## config.mk

```make
export PLATFORM = sky130hd
export DESIGN_NAME = txn_set_tracker
export DESIGN_NICKNAME = d
export VERILOG_FILES = /design/src/rtl/txn_pkg.sv /design/src/rtl/txn_line_table.sv /design/src/rtl/txn_nest_ctr.sv /design/src/rtl/txn_abort_enc.sv /design/src/rtl/txn_set_tracker.sv
export SDC_FILE = /design/constraint.sdc
export NUM_CORES = 1
export LEC_CHECK = 0
export BUFFER_PORTS_ARGS = -buffer_cell sky130_fd_sc_hd__buf_2
export CAP_MARGIN = 40
export CORE_MARGIN = 2
export CORE_UTILIZATION = 40
export DETAILED_ROUTE_END_ITERATION = 6
export HOLD_SLACK_MARGIN = 0.06
export SLEW_MARGIN = 10
export SYNTH_ARGS = -nofsm -noshare
export SYNTH_HDL_FRONTEND = slang
export SYNTH_SLANG_ARGS = --single-unit
```

## constraint.sdc

```tcl
create_clock -name clk_i -period 6.5 [get_ports clk_i]
set_input_delay 0.325 -clock clk_i [delete_from_list [all_inputs] [get_ports clk_i]]
set_output_delay 0.325 -clock clk_i [all_outputs]
set_load 0.02 [all_outputs]
```

## src/rtl/txn_pkg.sv

```systemverilog
package txn_pkg;
   localparam int STATUS_W    = 32;
   localparam int CODE_W      = 8;
   localparam int BIT_EXPLICIT = 0;
   localparam int BIT_RETRY    = 1;
   localparam int BIT_CONFLICT = 2;
   localparam int BIT_CAPACITY = 3;
   localparam int BIT_NESTED   = 5;
   localparam int CODE_LSB     = 24;

   typedef enum logic [1:0] {
      CMD_NONE   = 2'd0,
      CMD_BEGIN  = 2'd1,
      CMD_COMMIT = 2'd2,
      CMD_ABORT  = 2'd3
   } txn_cmd_e;

   typedef struct packed {
      logic              explicit_ab;
      logic              conflict;
      logic              capacity;
      logic              nested;
      logic [CODE_W-1:0] code;
   } abort_cause_t;
endpackage

```

## src/rtl/txn_line_table.sv

```systemverilog
module txn_line_table #(
   parameter int ENTRIES = 8,
   parameter int TAG_W   = 26
) (
   input  logic             clk_i,
   input  logic             rst_ni,
   input  logic             clear_i,
   input  logic             rec_i,
   input  logic             rec_write_i,
   input  logic [TAG_W-1:0] rec_tag_i,
   input  logic [TAG_W-1:0] snp_tag_i,
   output logic             acc_hit_o,
   output logic             full_o,
   output logic             snp_any_o,
   output logic             snp_wr_o
);
   logic [ENTRIES-1:0] vld, wrb, hit_acc, hit_snp, alloc_oh;

   always_comb begin
      logic found;
      found    = 1'b0;
      alloc_oh = '0;
      for (int i = 0; i < ENTRIES; i++) begin
         if (!vld[i] && !found) begin
            alloc_oh[i] = 1'b1;
            found       = 1'b1;
         end
      end
   end

   generate
      for (genvar g = 0; g < ENTRIES; g++) begin : g_slot
         logic             v_q, r_q, w_q;
         logic [TAG_W-1:0] t_q;
         logic             take;

         assign hit_acc[g] = v_q && (t_q == rec_tag_i);
         assign hit_snp[g] = v_q && (t_q == snp_tag_i);
         assign vld[g]     = v_q;
         assign wrb[g]     = w_q;
         assign take       = rec_i && (hit_acc[g] || (!acc_hit_o && alloc_oh[g]));

         always_ff @(posedge clk_i or negedge rst_ni) begin
            if (!rst_ni) begin
               v_q <= 1'b0;
               r_q <= 1'b0;
               w_q <= 1'b0;
               t_q <= '0;
            end else if (clear_i) begin
               v_q <= 1'b0;
               r_q <= 1'b0;
               w_q <= 1'b0;
            end else if (take) begin
               v_q <= 1'b1;
               t_q <= rec_tag_i;
               if (rec_write_i) w_q <= 1'b1;
               else             r_q <= 1'b1;
            end
         end

         logic unused_rd_flag;
         assign unused_rd_flag = r_q;
      end
   endgenerate

   assign acc_hit_o = |hit_acc;
   assign full_o    = &vld;
   assign snp_any_o = |hit_snp;
   assign snp_wr_o  = |(hit_snp & wrb);
endmodule

```

## src/rtl/txn_nest_ctr.sv

```systemverilog
module txn_nest_ctr #(
   parameter int DEPTH_W = 4
) (
   input  logic               clk_i,
   input  logic               rst_ni,
   input  logic               inc_i,
   input  logic               dec_i,
   input  logic               flush_i,
   output logic [DEPTH_W-1:0] depth_o,
   output logic               active_o,
   output logic               outer_o,
   output logic               deep_o
);
   localparam logic [DEPTH_W-1:0] DMAX = '1;
   localparam logic [DEPTH_W-1:0] ONE  = DEPTH_W'(1);

   logic [DEPTH_W-1:0] depth_q;

   always_ff @(posedge clk_i or negedge rst_ni) begin
      if (!rst_ni)                        depth_q <= '0;
      else if (flush_i)                   depth_q <= '0;
      else if (inc_i && depth_q != DMAX)  depth_q <= depth_q + ONE;
      else if (dec_i && depth_q != '0)    depth_q <= depth_q - ONE;
   end

   assign depth_o  = depth_q;
   assign active_o = depth_q != '0;
   assign outer_o  = depth_q == ONE;
   assign deep_o   = depth_q > ONE;
endmodule

```

## src/rtl/txn_abort_enc.sv

```systemverilog
module txn_abort_enc
   import txn_pkg::*;
(
   input  abort_cause_t          cause_i,
   output logic [STATUS_W-1:0]   word_o
);
   always_comb begin
      word_o                  = '0;
      word_o[BIT_EXPLICIT]    = cause_i.explicit_ab;
      word_o[BIT_RETRY]       = !cause_i.explicit_ab && (cause_i.conflict || cause_i.capacity);
      word_o[BIT_CONFLICT]    = cause_i.conflict;
      word_o[BIT_CAPACITY]    = cause_i.capacity;
      word_o[BIT_NESTED]      = cause_i.nested;
      word_o[CODE_LSB +: CODE_W] = cause_i.explicit_ab ? cause_i.code : '0;
   end
endmodule

```

## src/rtl/txn_set_tracker.sv

```systemverilog
module txn_set_tracker
   import txn_pkg::*;
#(
   parameter int ADDR_W     = 32,
   parameter int LINE_BYTES = 64,
   parameter int ENTRIES    = 8,
   parameter int DEPTH_W    = 4
) (
   input  logic               clk_i,
   input  logic               rst_ni,
   input  logic               cmd_valid_i,
   input  logic [1:0]         cmd_op_i,
   input  logic [7:0]         cmd_code_i,
   input  logic               acc_valid_i,
   input  logic               acc_write_i,
   input  logic [ADDR_W-1:0]  acc_addr_i,
   input  logic               snp_valid_i,
   input  logic               snp_write_i,
   input  logic [ADDR_W-1:0]  snp_addr_i,
   output logic               in_txn_o,
   output logic [DEPTH_W-1:0] depth_o,
   output logic               commit_o,
   output logic               abort_o,
   output logic [31:0]        status_o
);
   localparam int OFFSET_W = $clog2(LINE_BYTES);
   localparam int TAG_W    = ADDR_W - OFFSET_W;

   if (LINE_BYTES < 1 || (LINE_BYTES & (LINE_BYTES - 1)) != 0) begin : g_bad_line
      $error("LINE_BYTES must be a power of two");
   end
   if (ENTRIES < 1) begin : g_bad_entries
      $error("ENTRIES must be at least one");
   end
   if (DEPTH_W < 2) begin : g_bad_depth
      $error("DEPTH_W must be at least two");
   end
   if (TAG_W < 1) begin : g_bad_addr
      $error("ADDR_W must exceed the line offset width");
   end

   logic [TAG_W-1:0] acc_tag, snp_tag;
   generate
      if (OFFSET_W == 0) begin : g_tag_flat
         assign acc_tag = acc_addr_i;
         assign snp_tag = snp_addr_i;
      end else begin : g_tag_line
         assign acc_tag = acc_addr_i[ADDR_W-1:OFFSET_W];
         assign snp_tag = snp_addr_i[ADDR_W-1:OFFSET_W];
         logic offs_unused;
         assign offs_unused = ^{acc_addr_i[OFFSET_W-1:0], snp_addr_i[OFFSET_W-1:0]};
      end
   endgenerate

   logic active, outer, deep;
   logic acc_hit, full, snp_any, snp_wr;
   logic is_begin, is_commit, is_abort;
   logic exp_ab, conf, cap, abort_now, commit_now, rec;
   abort_cause_t cause;
   logic [STATUS_W-1:0] word;

   assign is_begin  = cmd_valid_i && (cmd_op_i == CMD_BEGIN);
   assign is_commit = cmd_valid_i && (cmd_op_i == CMD_COMMIT);
   assign is_abort  = cmd_valid_i && (cmd_op_i == CMD_ABORT);

   assign exp_ab     = active && is_abort;
   assign conf       = active && snp_valid_i && (snp_wr || (snp_write_i && snp_any));
   assign cap        = active && acc_valid_i && !acc_hit && full;
   assign abort_now  = exp_ab || conf || cap;
   assign commit_now = active && is_commit && outer && !abort_now;
   assign rec        = active && acc_valid_i && !abort_now;

   txn_nest_ctr #(.DEPTH_W(DEPTH_W)) u_nest (
      .clk_i    (clk_i),
      .rst_ni   (rst_ni),
      .inc_i    (is_begin),
      .dec_i    (is_commit),
      .flush_i  (abort_now),
      .depth_o  (depth_o),
      .active_o (active),
      .outer_o  (outer),
      .deep_o   (deep)
   );

   txn_line_table #(.ENTRIES(ENTRIES), .TAG_W(TAG_W)) u_table (
      .clk_i       (clk_i),
      .rst_ni      (rst_ni),
      .clear_i     (abort_now || commit_now),
      .rec_i       (rec),
      .rec_write_i (acc_write_i),
      .rec_tag_i   (acc_tag),
      .snp_tag_i   (snp_tag),
      .acc_hit_o   (acc_hit),
      .full_o      (full),
      .snp_any_o   (snp_any),
      .snp_wr_o    (snp_wr)
   );

   always_comb begin
      cause.explicit_ab = exp_ab;
      cause.conflict    = !exp_ab && conf;
      cause.capacity    = !exp_ab && !conf && cap;
      cause.nested      = deep;
      cause.code        = cmd_code_i;
   end

   txn_abort_enc u_enc (
      .cause_i (cause),
      .word_o  (word)
   );

   always_ff @(posedge clk_i or negedge rst_ni) begin
      if (!rst_ni) begin
         status_o <= '0;
         abort_o  <= 1'b0;
         commit_o <= 1'b0;
      end else begin
         abort_o  <= abort_now;
         commit_o <= commit_now;
         if (abort_now)                  status_o <= word;
         else if (is_begin && !active)   status_o <= '0;
      end
   end

   assign in_txn_o = active;
endmodule

```

-- After elaboration in Yosys (flattened, before gate mapping)
Index checks and enable logic that the tools add are counted.
- register bits after elaboration: 262
- logic and storage cells: 229
- output and inout port bits: 39
- input port bits: 81
- multiplexer cells: 53
- add/subtract/negate cells: 2
- bitwise logic cells: 2
- equality and inequality tests: 21
- reductions and logical operators: 122
- $lt $le $gt $ge: 1
- operators by type and width (operator ; count):
    $eq A26 B26 Y1 ; 16
    $mux W32 ; 2
    $logic_and A1 B1 Y1 ; 59
    $mux W1 ; 47
    $reduce_and A2 Y1 ; 16
    $reduce_or A8 Y1 ; 3
    $reduce_bool A2 Y1 ; 10
    $logic_not A1 Y1 ; 18
    $logic_or A1 B1 Y1 ; 13
    $mux W4 ; 3
    $and A8 B8 Y8 ; 1
    $mux W8 ; 1
    $reduce_and A8 Y1 ; 1
    $add A4 B1 Y4 const B ; 1
    $eq A2 B2 Y1 const B ; 2
    $eq A4 B1 Y1 const B ; 1
    $gt A4 B1 Y1 const B ; 1
    $ne A4 B4 Y1 const B ; 1
    $reduce_bool A4 Y1 ; 1
    $sub A4 B1 Y4 const B ; 1
    $reduce_bool A3 Y1 ; 1
    $eq A2 B1 Y1 const B ; 1
    $not A1 Y1 ; 1

-- Longest topological paths before layout
- word-level depth: 26
- depth in mapped cells: 13

-- Modules after synthesis
A second synthesis with hierarchy kept.
- cell total of the unflattened synthesis: 1521
- area total of the unflattened synthesis: 16513.3 um^2
- modules (own cells, without submodules) (module ; instances ; cells an instance ; area each (um^2)):
    txn_line_table ; 1 ; 1288 ; 14321.2
    txn_set_tracker ; 1 ; 163 ; 1611.5
    txn_nest_ctr ; 1 ; 37 ; 334.1
    txn_abort_enc ; 1 ; 33 ; 246.5

-- Worst setup path before layout
OpenSTA, ideal clock, no wires.
- path kind: register -> register
- from: register u_nest.depth_q[0] (netlist: u_nest.depth_o[0])
- to: register u_table.g_slot[7].t_q[10]
- slack: 3.519 ns
- data arrival time: 2.854 ns
- clock period less this slack: 2.981 ns
- data required time: 6.373 ns
- stages on the path, launching flop included: 12
- library setup time: 0.127 ns
- cell sequence: dfrtp_1 -> inv_1 -> ha_1 -> nand2_2 -> and4b_1 -> nand3_1 -> nand4_1 -> inv_1 -> o31ai_2 -> a211oi_4 -> buf_6 -> mux2_1
- word-level cells in the longest chain between the ends: 10
- elaborated cells between the ends (all ways): 19
- those cells by class: eq/ne (1); bitwise (1); reduce/logical (17)
- ends and longest elaborated chain (what ; line ; text):
    start, declared ; txn_nest_ctr.sv:17 ; logic [DEPTH_W-1:0] depth_q;
    start signal, assigned ; txn_nest_ctr.sv:22 ; else if (inc_i && depth_q != DMAX) depth_q <= depth_q + ONE;
    start signal, assigned ; txn_nest_ctr.sv:23 ; else if (dec_i && depth_q != '0) depth_q <= depth_q - ONE;
    $reduce_bool A4 Y1 (*) ; txn_nest_ctr.sv:27 ; assign active_o = depth_q != '0;
    via in_txn_o ; txn_set_tracker.sv:20 ; output logic in_txn_o,
    $logic_and A1 B1 Y1 (on tied branches) ; txn_set_tracker.sv:67, txn_set_tracker.sv:68, txn_set_tracker.sv:71 ;
    $logic_and A1 B1 Y1 (on tied branches) ; txn_set_tracker.sv:67, txn_set_tracker.sv:68 ;
    $logic_or A1 B1 Y1 or $logic_and A1 B1 Y1 (tied branches) ; txn_set_tracker.sv:69, txn_set_tracker.sv:68 ;
    $logic_or A1 B1 Y1 ; txn_set_tracker.sv:69 ; assign abort_now = exp_ab || conf || cap;
    $logic_not A1 Y1 ; txn_set_tracker.sv:70, txn_set_tracker.sv:71 ;
    $logic_and A1 B1 Y1 ; txn_set_tracker.sv:70 ; assign commit_now = active && is_commit && outer && !abort_now;
    $logic_or A1 B1 Y1 ; txn_set_tracker.sv:88 ; .clear_i (abort_now || commit_now),
    $not A1 Y1 (no source line) ; n/a ;
    $reduce_and A2 Y1 (no source line) (*) ; n/a ;
    end signal, assigned ; txn_line_table.sv:55 ; t_q <= rec_tag_i;
    end, declared ; txn_line_table.sv:34 ; logic [TAG_W-1:0] t_q;
Mark *: on every way through the listed nets, which the timed path passes. The rest lies on a longest branch.
A chain may end at the register's enable or synchronous reset.

-- Final worst setup path
- from: register u_nest.depth_q[1] (netlist: u_nest.depth_o[1])
- to: register u_table.g_slot[7].t_q[1]
- word-level cells in the longest chain between the ends: 10
- elaborated cells between the ends (all ways): 19
- those cells by class: eq/ne (1); bitwise (1); reduce/logical (17)
- ends and longest elaborated chain (what ; line):
    $reduce_bool A4 Y1 ; txn_nest_ctr.sv:27
    $logic_and A1 B1 Y1 (on tied branches) ; txn_set_tracker.sv:67, txn_set_tracker.sv:68, txn_set_tracker.sv:71
    $logic_and A1 B1 Y1 (on tied branches) ; txn_set_tracker.sv:67, txn_set_tracker.sv:68
    $logic_or A1 B1 Y1 or $logic_and A1 B1 Y1 (tied branches) ; txn_set_tracker.sv:69, txn_set_tracker.sv:68
    $logic_or A1 B1 Y1 ; txn_set_tracker.sv:69
    $logic_not A1 Y1 ; txn_set_tracker.sv:70, txn_set_tracker.sv:71
    $logic_and A1 B1 Y1 ; txn_set_tracker.sv:70
    $logic_or A1 B1 Y1 ; txn_set_tracker.sv:88
    $not A1 Y1 (no source line) ; n/a
    $reduce_and A2 Y1 (no source line) (*) ; n/a
Every way passes the cells marked *; elsewhere a longest branch is shown, timed or not.

==> impl_results.html <==
<table>
<tr><th>Metric</th><th>Value</th></tr>
<tr><th colspan="2">Run status</th></tr>
<tr><td>Run status</td><td>finished clean</td></tr>
<tr><th colspan="2">Global route</th></tr>
<tr><td>Pin count of the biggest net entering global routing</td><td>101</td></tr>
<tr><td>Total overflow reported by the global router</td><td>0</td></tr>
<tr><td>Via count of the first global-routing pass</td><td>10300</td></tr>
<tr><td>Number of antenna violations at the first check in global routing</td><td>1</td></tr>
<tr><td>Wire length of the first global-routing pass</td><td>68800 microns</td></tr>
<tr><td>GRT Overall Usage</td><td>24.4%</td></tr>
<tr><th colspan="2">Clock tree</th></tr>
<tr><td>Clock buffers created by TritonCTS</td><td>28</td></tr>
<tr><td>Clock tree from TritonCTS</td><td>yes</td></tr>
<tr><td>Clock edge transition at the registers on the reported setup and hold paths</td><td>0.06 ns</td></tr>
<tr><td>Post-cts gate resize count</td><td>0</td></tr>
<tr><td>H-Tree Depth</td><td>1</td></tr>
<tr><td>Maximum buffer depth of the clock tree</td><td>3</td></tr>
<tr><td>Clock network latency to the later pin of the worst-skew pair</td><td>0.56 ns</td></tr>
<tr><td>Count of clock tree sinks</td><td>243</td></tr>
<tr><td>Clock tree root driver cell</td><td>clkbuf_16</td></tr>
<tr><th colspan="2">Setup path</th></tr>
<tr><td>Largest fanout on the critical path</td><td>27</td></tr>
<tr><td>Worst EP arrival</td><td>4.23 ns</td></tr>
<tr><td>CP dominant cell by count</td><td>inv_1</td></tr>
<tr><td>Slowest CP cell</td><td>nand3_1</td></tr>
<tr><td>Category of the most critical setup path</td><td>reg -&gt; reg</td></tr>
<tr><td>Peak per-stage delay on the critical path</td><td>0.51 ns</td></tr>
<tr><td>CP Data Required Time</td><td>6.93 ns</td></tr>
<tr><td>Series of cell instances along the critical path</td><td>inv_1, ha_1, nand2_2, and4b_1, nand3_1, nand4_1, inv_1, o31ai_2, a211oi_4, buf_4, mux2_2</td></tr>
<tr><td>Crit-path leading delay family</td><td>simple AND/OR/NAND/NOR gates</td></tr>
<tr><td>Worst Setup End Kind</td><td>flip-flop</td></tr>
<tr><td>Bufs and invs on worst path</td><td>3</td></tr>
<tr><td>Critical path startpoint category</td><td>flip-flop</td></tr>
<tr><th colspan="2">Placement</th></tr>
<tr><td>Count of placed standard cells including taps</td><td>1739</td></tr>
<tr><td>PortBufs</td><td>88</td></tr>
<tr><td>Gp weighted congestion</td><td>0.924</td></tr>
<tr><td>DP Wirelength</td><td>30600 microns</td></tr>
<tr><th colspan="2">Die</th></tr>
<tr><td>Number of primary I/O pins</td><td>120</td></tr>
<tr><td>Core Rows</td><td>70</td></tr>
<tr><td>Horizontal die dimension</td><td>196 microns</td></tr>
<tr><td>Initial standard-cell utilization of the core</td><td>40.5%</td></tr>
<tr><td>Placeable Area</td><td>36500 sq um</td></tr>
<tr><td>Die boundary height</td><td>196 microns</td></tr>
<tr><td>Die area</td><td>38500 sq um</td></tr>
<tr><th colspan="2">Finish</th></tr>
<tr><td>Most frequent standard cell in the layout excluding fill and tap cells</td><td>dfrtp_1</td></tr>
<tr><td>Fraction of the core area covered by cells at the end of the flow</td><td>44.7%</td></tr>
<tr><td>Post-layout nets</td><td>1394</td></tr>
<tr><td>Area growth, synth to finish</td><td>10.4%</td></tr>
<tr><td>Number of standard cells in the layout, taps in and fillers out</td><td>1799</td></tr>
<tr><td>Share of final-layout standard cells stronger than drive strength 1</td><td>25.6%</td></tr>
<tr><td>Most frequent cells in the layout</td><td>243 x dfrtp_1, 242 x xnor2_1, 178 x xor2_1, 168 x mux2_2, 87 x buf_2</td></tr>
<tr><td># fillers</td><td>3407</td></tr>
<tr><th colspan="2">Yosys</th></tr>
<tr><td>Top FF cell, synth</td><td>dfrtp_1</td></tr>
<tr><td>Proportion of synthesized chip area in sequential cells</td><td>41.1%</td></tr>
<tr><td>Cells after synthesis</td><td>1270</td></tr>
<tr><td>Fraction of registers with async set/reset</td><td>100%</td></tr>
<tr><td>Number of warnings reported in the yosys synthesis log</td><td>0</td></tr>
<tr><td>Number of enable-type register cells in the synthesized netlist</td><td>0</td></tr>
<tr><td>Post-Syn Area</td><td>14800 sq um</td></tr>
<tr><td>Synth cell types</td><td>52</td></tr>
<tr><td>Synthesis-stage register bit count</td><td>243</td></tr>
<tr><td>Average instance area after synthesis</td><td>11.6 sq um</td></tr>
<tr><th colspan="2">Routing</th></tr>
<tr><td>First drt pass iteration count</td><td>5</td></tr>
<tr><td>Via density per instance</td><td>5.54</td></tr>
<tr><td>Avg WL per Cell</td><td>26.0 microns</td></tr>
<tr><td>Final WL</td><td>46700 microns</td></tr>
<tr><td>DRC</td><td>0</td></tr>
<tr><td>Final antenna-violating net count</td><td>0</td></tr>
<tr><td>Initial DRC Count</td><td>788</td></tr>
<tr><td>DR vias</td><td>9960</td></tr>
<tr><th colspan="2">Pwr</th></tr>
<tr><td>Proportion of power drawn by combinational gates</td><td>31.7%</td></tr>
<tr><td>Leakage</td><td>0.00699 uW</td></tr>
<tr><td>Internal power consumption</td><td>4190 uW</td></tr>
<tr><td>Power share of the clock group</td><td>27.8%</td></tr>
<tr><td>Largest voltage drop on the vdd net</td><td>0.000195 V</td></tr>
<tr><td>Sequential Power Share</td><td>40.5%</td></tr>
<tr><td>Total power per unit cell area</td><td>388 nW/um^2</td></tr>
<tr><td>Net Switching</td><td>2140 uW</td></tr>
<tr><td>Total power of the final layout</td><td>6330 uW</td></tr>
<tr><td>Switching Share</td><td>33.8%</td></tr>
<tr><th colspan="2">Timing</th></tr>
<tr><td>Crit share post-route</td><td>58.4%</td></tr>
<tr><td>Slew of the pin with the lowest slew margin</td><td>0.791 ns</td></tr>
<tr><td>Min Hold Slack</td><td>0.164 ns</td></tr>
<tr><td>Setup violators final</td><td>0</td></tr>
<tr><td>Post-layout min period</td><td>3.80 ns</td></tr>
<tr><td>Fmax</td><td>0.263 GHz</td></tr>
<tr><td>Relative slew margins</td><td>47.2%</td></tr>
<tr><td>Setup TNS Final</td><td>0 ns</td></tr>
<tr><td>Number of pins exceeding their max-slew limit in the final report</td><td>0</td></tr>
<tr><td>Worst clock skew on the final layout</td><td>0.0200 ns</td></tr>
<tr><td>Setup repair after global routing missed its margin</td><td>no</td></tr>
<tr><td>Number of failing hold endpoints at the final stage</td><td>0</td></tr>
<tr><th colspan="2">Flow run</th></tr>
<tr><td>Max-capacitance violation count</td><td>0</td></tr>
<tr><th colspan="2">Hold path</th></tr>
<tr><td>Hold WC Path Type</td><td>in -&gt; reg</td></tr>
</table>
[cells in the mapped netlist (5+ instances only)]
cell	number	area (sq um)
a32o_1	8	80.1
buf_4	99	743
nand2_1	10	37.5
nor3_1	22	110
nor4_1	49	307
mux2_1	40	450
a31o_2	8	70.1
xnor2_1	242	2120
mux2_2	168	1890
nand3_1	5	25.0
buf_2	13	65.1
nor2_1	9	33.8
inv_1	13	48.8
xor2_1	178	1560
o21ai_0	6	30.0
a21oi_1	8	40.0
nand4_1	86	538
dfrtp_1	243	6080
[cell families after synthesis]
logic type	after synthesis	share of synthesized area, %
other	1	0.0253
adders and majority gates	3	0.254
xor gates and xnor gates	420	24.9
AOI/OAI and AO/OA	55	2.99
muxes	208	15.8
buffers and inverters	132	6.12
DFF	243	41.1
and+or+nand+nor	208	8.80
[layer usage]
layer	up-vias	GRT usage, %	part of all wire [%]
li1	4438	-	-
met1	5089	32.4	42
met5	-	0	0
met3	82	3.37	6.8
met2	351	41.1	48
met4	0	8.08	3.4
[final timing paths]
| path | from | to | slack, ns | cells past startpoint |
|---|---|---|---|---|
| setup / recovery | u_nest.depth_o[1] | u_table.g_slot[7].t_q[1] | 2.70 | 11 |
| hold / removal | cmd_op_i[0] | status_o[1] | 0.16 | 3 |
| setup reg to reg | u_nest.depth_o[1] | u_table.g_slot[7].t_q[1] | 2.70 | 11 |
| hold reg to reg | status_o[29] | status_o[29] | 0.52 | 1 |
| max in group asynchronous | rst_ni | u_table.g_slot[0].t_q[11] | 4.82 | 4 |
| min in group asynchronous | rst_ni | u_table.g_slot[1].t_q[9] | 0.40 | 2 |
[state kept, by name, summed over array words and instances (netlist names)]
| register | cells |
|---|---|
| u_table.g_slot.w_q | 8 |
| u_nest.depth_o | 4 |
| u_table.g_slot.v_q | 8 |
| u_table.g_slot.t_q | 208 |
| abort_o | 1 |
| status_o | 13 |
| commit_o | 1 |
[through the flow]
stage	instance area [sq um]	setup WS (ns)
4_1_cts	16300	2.73
3_3_place_gp	15100	2.44
5_1_grt	16300	2.50
6_report	16300	2.70
2_1_floorplan	14900	3.52
3_5_place_dp	15200	2.73
[power groups by stage]
stage | Combinational (uW) | Clock [uW] | Sequential [uW]
6_report | 2010 | 1760 | 2570
3_5_place_dp | 1990 | 0 | 2580
3_3_place_gp | 1970 | 0 | 2550
2_1_floorplan | 1550 | 0 | 2510
5_1_grt | 2180 | 1850 | 2630
4_1_cts | 2010 | 1780 | 2560
[worst register-to-register path, delay by kind of cell (launching register included)]
kind	cells	cell delay, ns
AND/OR/NAND/NOR	4	1.43
buffers and inverters	3	0.77
flip-flops	1	0.45
AO/OA/AOI/OAI	2	0.42
multiplexers	1	0.39
adder cells (fa/ha/maj)	1	0.22
[area by class of cell]
class	count	area [sq um]	share of cell area, %
diodes	1	2.50	0.0153
clock buffers	39	812	4.97
clock inverters	11	216	1.33
inverters	13	48.8	0.299
multi-input cells	913	7900	48.4
flip-flops and latches	243	6080	37.2
well taps	468	586	3.59
repair buffers	111	686	4.20
[repair_timing]
item	CTS	global route
hold endpoints to repair	106	0
hold buffers	9	0
buffers inserted	0	0
Note: power is estimated with default switching activity, not from simulation.
